--- src/rtl/acw_pkg.sv ---
package acw_pkg;
  typedef enum logic [1:0] {
    STEP_HOLD  = 2'd0,
    STEP_LOAD  = 2'd1,
    STEP_PAGE  = 2'd2,
    STEP_ARRAY = 2'd3
  } step_e;
endpackage

--- src/rtl/acw_incr.sv ---
// Increment that wraps inside the low WRAP_W bits; a full-width
// variant is chosen when WRAP_W covers the whole address.
module acw_incr #(
  parameter int W      = 9,
  parameter int WRAP_W = 4
) (
  input  logic [W-1:0] cur_i,
  output logic [W-1:0] nxt_o
);
  generate
    if (WRAP_W >= W) begin : g_full
      assign nxt_o = cur_i + W'(1);
    end else begin : g_part
      assign nxt_o = {cur_i[W-1:WRAP_W], cur_i[WRAP_W-1:0] + WRAP_W'(1)};
    end
  endgenerate
endmodule

--- src/rtl/acw_sel.sv ---
// Strobe decode with load priority.
module acw_sel
  import acw_pkg::*;
(
  input  logic  load_i,
  input  logic  inc_i,
  input  logic  inc_rd_i,
  output step_e step_o
);
  always_comb begin
    if (load_i)        step_o = STEP_LOAD;
    else if (!inc_i)   step_o = STEP_HOLD;
    else if (inc_rd_i) step_o = STEP_ARRAY;
    else               step_o = STEP_PAGE;
  end
endmodule

--- src/rtl/acw_addr_counter.sv ---
module acw_addr_counter
  import acw_pkg::*;
#(
  parameter int ADDR_W = 9,
  parameter int BYTE_W = 8,
  parameter int PAGE_W = 4
) (
  input  logic              clk,
  input  logic              rst_n,
  input  logic              load_i,
  input  logic [ADDR_W-BYTE_W-1:0] load_hi_i,
  input  logic [BYTE_W-1:0] load_lo_i,
  input  logic              inc_i,
  input  logic              inc_rd_i,
  output logic [ADDR_W-1:0] addr_o
);
  localparam int HI_W = ADDR_W - BYTE_W;

  step_e             step;
  logic [ADDR_W-1:0] addr_q;
  logic [ADDR_W-1:0] page_nxt;
  logic [ADDR_W-1:0] array_nxt;
  logic [ADDR_W-1:0] addr_d;

  acw_sel i_sel (
    .load_i   (load_i),
    .inc_i    (inc_i),
    .inc_rd_i (inc_rd_i),
    .step_o   (step)
  );

  acw_incr #(.W(ADDR_W), .WRAP_W(PAGE_W)) i_page_incr (
    .cur_i (addr_q),
    .nxt_o (page_nxt)
  );

  acw_incr #(.W(ADDR_W), .WRAP_W(ADDR_W)) i_array_incr (
    .cur_i (addr_q),
    .nxt_o (array_nxt)
  );

  always_comb begin
    unique case (step)
      STEP_LOAD:  addr_d = {load_hi_i, load_lo_i};
      STEP_PAGE:  addr_d = page_nxt;
      STEP_ARRAY: addr_d = array_nxt;
      default:    addr_d = addr_q;
    endcase
  end

  always_ff @(posedge clk or negedge rst_n) begin
    if (!rst_n) addr_q <= '0;
    else        addr_q <= addr_d;
  end

  assign addr_o = addr_q;

  // Assertions next to the register they guard.
  a_r1_reset_zero: assert property (@(posedge clk) !rst_n |=> (addr_o == '0));

  a_r2_load_value: assert property (@(posedge clk) disable iff (!rst_n)
    load_i |=> (addr_o == $past({load_hi_i, load_lo_i})));

  a_r3_page_fixed: assert property (@(posedge clk) disable iff (!rst_n)
    (!load_i && inc_i && !inc_rd_i) |=>
      (addr_o[ADDR_W-1:PAGE_W] == $past(addr_o[ADDR_W-1:PAGE_W])));

  a_r3_offset_step: assert property (@(posedge clk) disable iff (!rst_n)
    (!load_i && inc_i && !inc_rd_i) |=>
      (addr_o[PAGE_W-1:0] == PAGE_W'($past(addr_o[PAGE_W-1:0]) + 1'b1)));

  a_r4_linear_step: assert property (@(posedge clk) disable iff (!rst_n)
    (!load_i && inc_i && inc_rd_i) |=>
      (addr_o == ADDR_W'($past(addr_o) + 1'b1)));

  a_r5_hold: assert property (@(posedge clk) disable iff (!rst_n)
    (!load_i && !inc_i) |=> $stable(addr_o));

  initial begin
    a_r2_width_ok: assert (HI_W >= 1 && PAGE_W < ADDR_W);
  end
endmodule

--- config.mk ---
export PLATFORM = sky130hd
export DESIGN_NAME = acw_addr_counter
export DESIGN_NICKNAME = d
export VERILOG_FILES = /design/src/rtl/acw_pkg.sv /design/src/rtl/acw_incr.sv /design/src/rtl/acw_sel.sv /design/src/rtl/acw_addr_counter.sv
export SDC_FILE = /design/constraint.sdc
export NUM_CORES = 1
export LEC_CHECK = 0
export ABC_CLOCK_PERIOD_IN_PS = 1310
export BUFFER_PORTS_ARGS = -buffer_cell sky130_fd_sc_hd__buf_2
export CORE_MARGIN = 2
export CORE_UTILIZATION = 33
export DETAILED_ROUTE_END_ITERATION = 12
export HOLD_SLACK_MARGIN = 0.08
export SLEW_MARGIN = 20
export SYNTH_ARGS = -nofsm -noshare
export SYNTH_HDL_FRONTEND = slang
export SYNTH_SLANG_ARGS = --single-unit
--- constraint.sdc ---
create_clock -name clk -period 1.31 [get_ports clk]
set_input_delay 0.262 -clock clk [delete_from_list [all_inputs] [get_ports clk]]
set_output_delay 0.262 -clock clk [all_outputs]
set_load 0.05 [all_outputs]
==> run summary <==
Number of distinct standard cells referenced by the synthesized netlist: 22. The most critical setup path has its startpoint at addr_o[0]. VDD sags by at most 0.704 mV.

The via count normalized by instance count was 5.26. Walking the worst path, the cells encountered are ha_4, nand3_2, or4_1, a31oi_1. The biggest area contributor in the post-synthesis netlist is sky130_fd_sc_hd__dfrtp_1.

By area, the combinational part of the netlist is dominated by simple AND/OR/NAND/NOR gates. Launch instance of the worst register-to-register path: addr_o[0]. Setup total negative slack on the finished layout was measured at 0 ns. The number of rows in the core area was 14. For the total die area, the log shows 0.00184 sq mm. STA classifies the critical path startpoint as a register.

For this run, the slowest stage of the critical path takes 0.43 ns. The total congestion overflow is 0, and the simple-gate area share of the yosys netlist is 27.1%. The latest clock arrival within the worst-skew pair was 0.26 ns. The complex-gate fraction of the synthesized area is 15.5%.

The pin count of the biggest net entering global routing was 10; the number of cells on the worst hold path was 3. Clock-pin slew was measured on the worst setup and hold paths at 0.06 ns. The wire length on met2 is 633 um. The aggregate global-route resource usage is 15.9%.

The run gives 0 as the count of endpoints failing hold in the final timing report. The tools report the area of the core region as 0.00145 sq mm. For the final non-filler cell total, the log shows 99. Fraction of final layout cells sized beyond drive strength 1: 51.8%. The tools report the number of nets produced by synthesis as 68. The number of remaining DRC errors was 0. After synthesis, the share of cell area in mux cells is 2.01%. Setup violations remaining at the end of the flow were counted as 0. The routed design uses 78 um of met3 wire.

In the finished design, the share of the clock period the worst path needs comes to 99.0%. The tools report the TritonCTS sink count as 9. Counting every instance in the synthesized netlist gives 53. For the post-synthesis sequential area ratio, the log shows 45.1%.

The number of flip-flops under the largest register name works out to 9. The run finished with clean final reports. The type of the worst min-delay path is input pin to register. Critical path depth in cells: 4. The minimum clock period was 1.30 ns. After synthesis, the largest area contributor takes up 45.1% of total cell area. After detailed routing, the wire length on met1 is 497 um. In this run the horizontal extent of the chip is 42.9 um.

For this design the ratio of total power to cell area is 1160 mW/mm^2. During synthesis, Yosys emitted a total of 0 warnings. In the layout the commonest cells are sky130_fd_sc_hd__buf_2 (20), sky130_fd_sc_hd__nand2_1 (8), sky130_fd_sc_hd__dfrtp_2 (8). Summing over every cut layer, the via total after detailed routing is 521. In the post-synthesis netlist, the biggest area contributors are sky130_fd_sc_hd__dfrtp_1 (45%), sky130_fd_sc_hd__nand2_1 (6.8%), sky130_fd_sc_hd__nand3_1 (5.0%). After synthesis the cells add up to 499 sq um.

Data arrives at the worst endpoint at 1.48 ns. Once detailed placement completed, the half-perimeter wirelength came to 944 um. In this run the tightest slew margin relative to its limit is 83.3%.

The tools report the capture point of the worst path as addr_o[8]. Setup repair after global routing could not meet its margin everywhere. The final worst clock skew was 0.00208 ns. After the last flow step, the layout net total stands at 99.

The parity-gate share of the synthesized area counting xor and xnor cells works out to 5.26%. Counting cells, the worst reg-to-reg path comes to 4. The count of nets left with antenna violations once routing finished came out at 0.

The biggest fanout along the worst timing path is 5. The worst setup path is captured at a register. Counting both buffers and inverters, the worst setup path holds a total of 0. For this design, the slowest cell found on the critical path is sky130_fd_sc_hd__dfrtp_2.

The adder-cell area share of the yosys netlist came out at 2.51%. The tree is rooted in a sky130_fd_sc_hd__clkbuf_4. After detailed placement, the design holds a cell count of 92. The library cell used most frequently in the layout, excluding fill and tap cells, is sky130_fd_sc_hd__buf_2.

After detailed routing, no signal wire sits above met4. The count of pins over their slew limit was 0. The number of inserted diodes came out at 0. Once the floorplan was initialized, standard cells occupied 34.3% of the core. Critical path start-end classification: register to register. TritonCTS built the clock tree. The first global-routing pass estimated 2080 um of wire.

The run gives 0.666 as the weighted congestion reported at the end of routability-driven placement. The final routed wire length divided by cell count was 12.3 um; the number of ports placed on the die boundary was 23. The number of port buffers is 22. The data required time at the worst endpoint is 1.49 ns. The filler cell count in the final layout was 155; the leakage power summed over all cells was 0.319 nW. Based on the critical path, the design can be clocked at up to 771 MHz. The via count of the first global-routing pass is 490, and the average size of a mapped cell is 9.42 sq um. For this run, the detailed router's first-pass iteration total came to 4.

Max-cap violations in this run came to 0. In this run, CTS created clock tree buffers numbering 3. The clock passes through at most 2 buffers.

The number of H-tree levels is 1, and the relative area change from synthesis to final layout is 48.6%. The endpoint identified for the worst register-to-register timing path is addr_o[8]. For this block, the routed nets add up to 1220 um of wire.

The number of antenna violations at the first check in global routing came out at 0. Largest delay contributor family on the critical path: simple AND/OR/NAND/NOR gates. After the first detailed-routing iteration, the DRC count stood at 3. The die height was 42.9 um; the post-synthesis register bit count was 9. At the pin with the least slew margin, the transition time is 0.252 ns. In this run the register-to-register setup slack is 0.01 ns.
-- where the power goes --
group	internal, mW	switching (mW)	total (mW)
registers	0.313	0.0399	0.353
clock network	0.117	0.0953	0.213
logic	0.106	0.188	0.294
-- logic make-up after synthesis --
family | count (synthesis)
AO/OA/AOI/OAI | 12
multiplexers | 1
adder cells (fa/ha/maj) | 1
AND/OR/NAND/NOR | 24
XOR/XNOR | 3
buffers and inverters | 3
flip-flops | 9
-- cells in the mapped netlist, drive strengths merged --
cell / instances
a31oi: 2
buf: 1
clkbuf: 1
dfrtp: 9
ha: 1
inv: 1
mux2i: 1
nand2: 9
nand2b: 1
nand3: 5
nand4: 2
nor2: 2
nor4: 1
o211ai: 2
o21ai: 5
o31a: 2
o31ai: 1
or3: 1
or4: 3
xnor2: 1
xor2: 2
-- tightest hold or removal path, stage by stage --
cell and delay [ns]:
sky130_fd_sc_hd__buf_2 0.07, sky130_fd_sc_hd__nand2_1 0.03, sky130_fd_sc_hd__o21ai_0 0.05
-- layout make-up --
class | instances | area [sq um] | share of cell area [%]
clock buffer | 4 | 26.3 | 3.54
inverter | 1 | 3.75 | 0.506
multi-input combinational | 41 | 287 | 38.6
sequential | 9 | 235 | 31.7
tap | 16 | 20.0 | 2.70
timing repair buffer | 28 | 170 | 22.9
-- per-layer routing --
| metal | track usage (%) | vias up |
|---|---|---|
| met3 | 6.81 | 2 |
| met5 | 0 | - |
| met1 | 18.5 | 242 |
| met2 | 24.8 | 19 |
| met4 | 7.50 | 0 |
| li1 | - | 258 |
-- per-stage QoR --
step	setup WS (ns)	total power [mW]	hold WS, ns	cell area (sq um)	utilization [%]
final	0.0126	0.859	0.202	742	51.0
after global routing	-0.0720	0.922	0.200	742	51.0
after CTS	0.00123	0.859	0.200	724	49.8
after detailed placement	0.0101	0.633	0.131	678	46.6
after global placement	0.0451	0.627	0.130	678	46.6
after floorplan	-0.112	0.541	-0.0336	534	-
-- timing repair --
| action | in CTS | in global routing |
|---|---|---|
| hold buffers | 1 | 0 |
| endpoints found under the setup margin | 2 | 4 |
| endpoints found under the hold margin | 9 | 0 |
| resized for setup | 1 | 4 |
| pin swaps | 0 | 1 |
| buffers inserted | 1 | 1 |
-- how the worst min path moves through the flow --
stage	from	endpoint	slack, ns
4_1_cts	load_lo_i[1]	addr_o[1]	0.20
6_report	load_lo_i[1]	addr_o[1]	0.20
2_1_floorplan	rst_n	addr_o[0]	-0.03
3_5_place_dp	rst_n	addr_o[8]	0.13
3_3_place_gp	rst_n	addr_o[8]	0.13
5_1_grt	load_lo_i[3]	addr_o[3]	0.20
No activity file was read; power rests on OpenSTA's default activity.
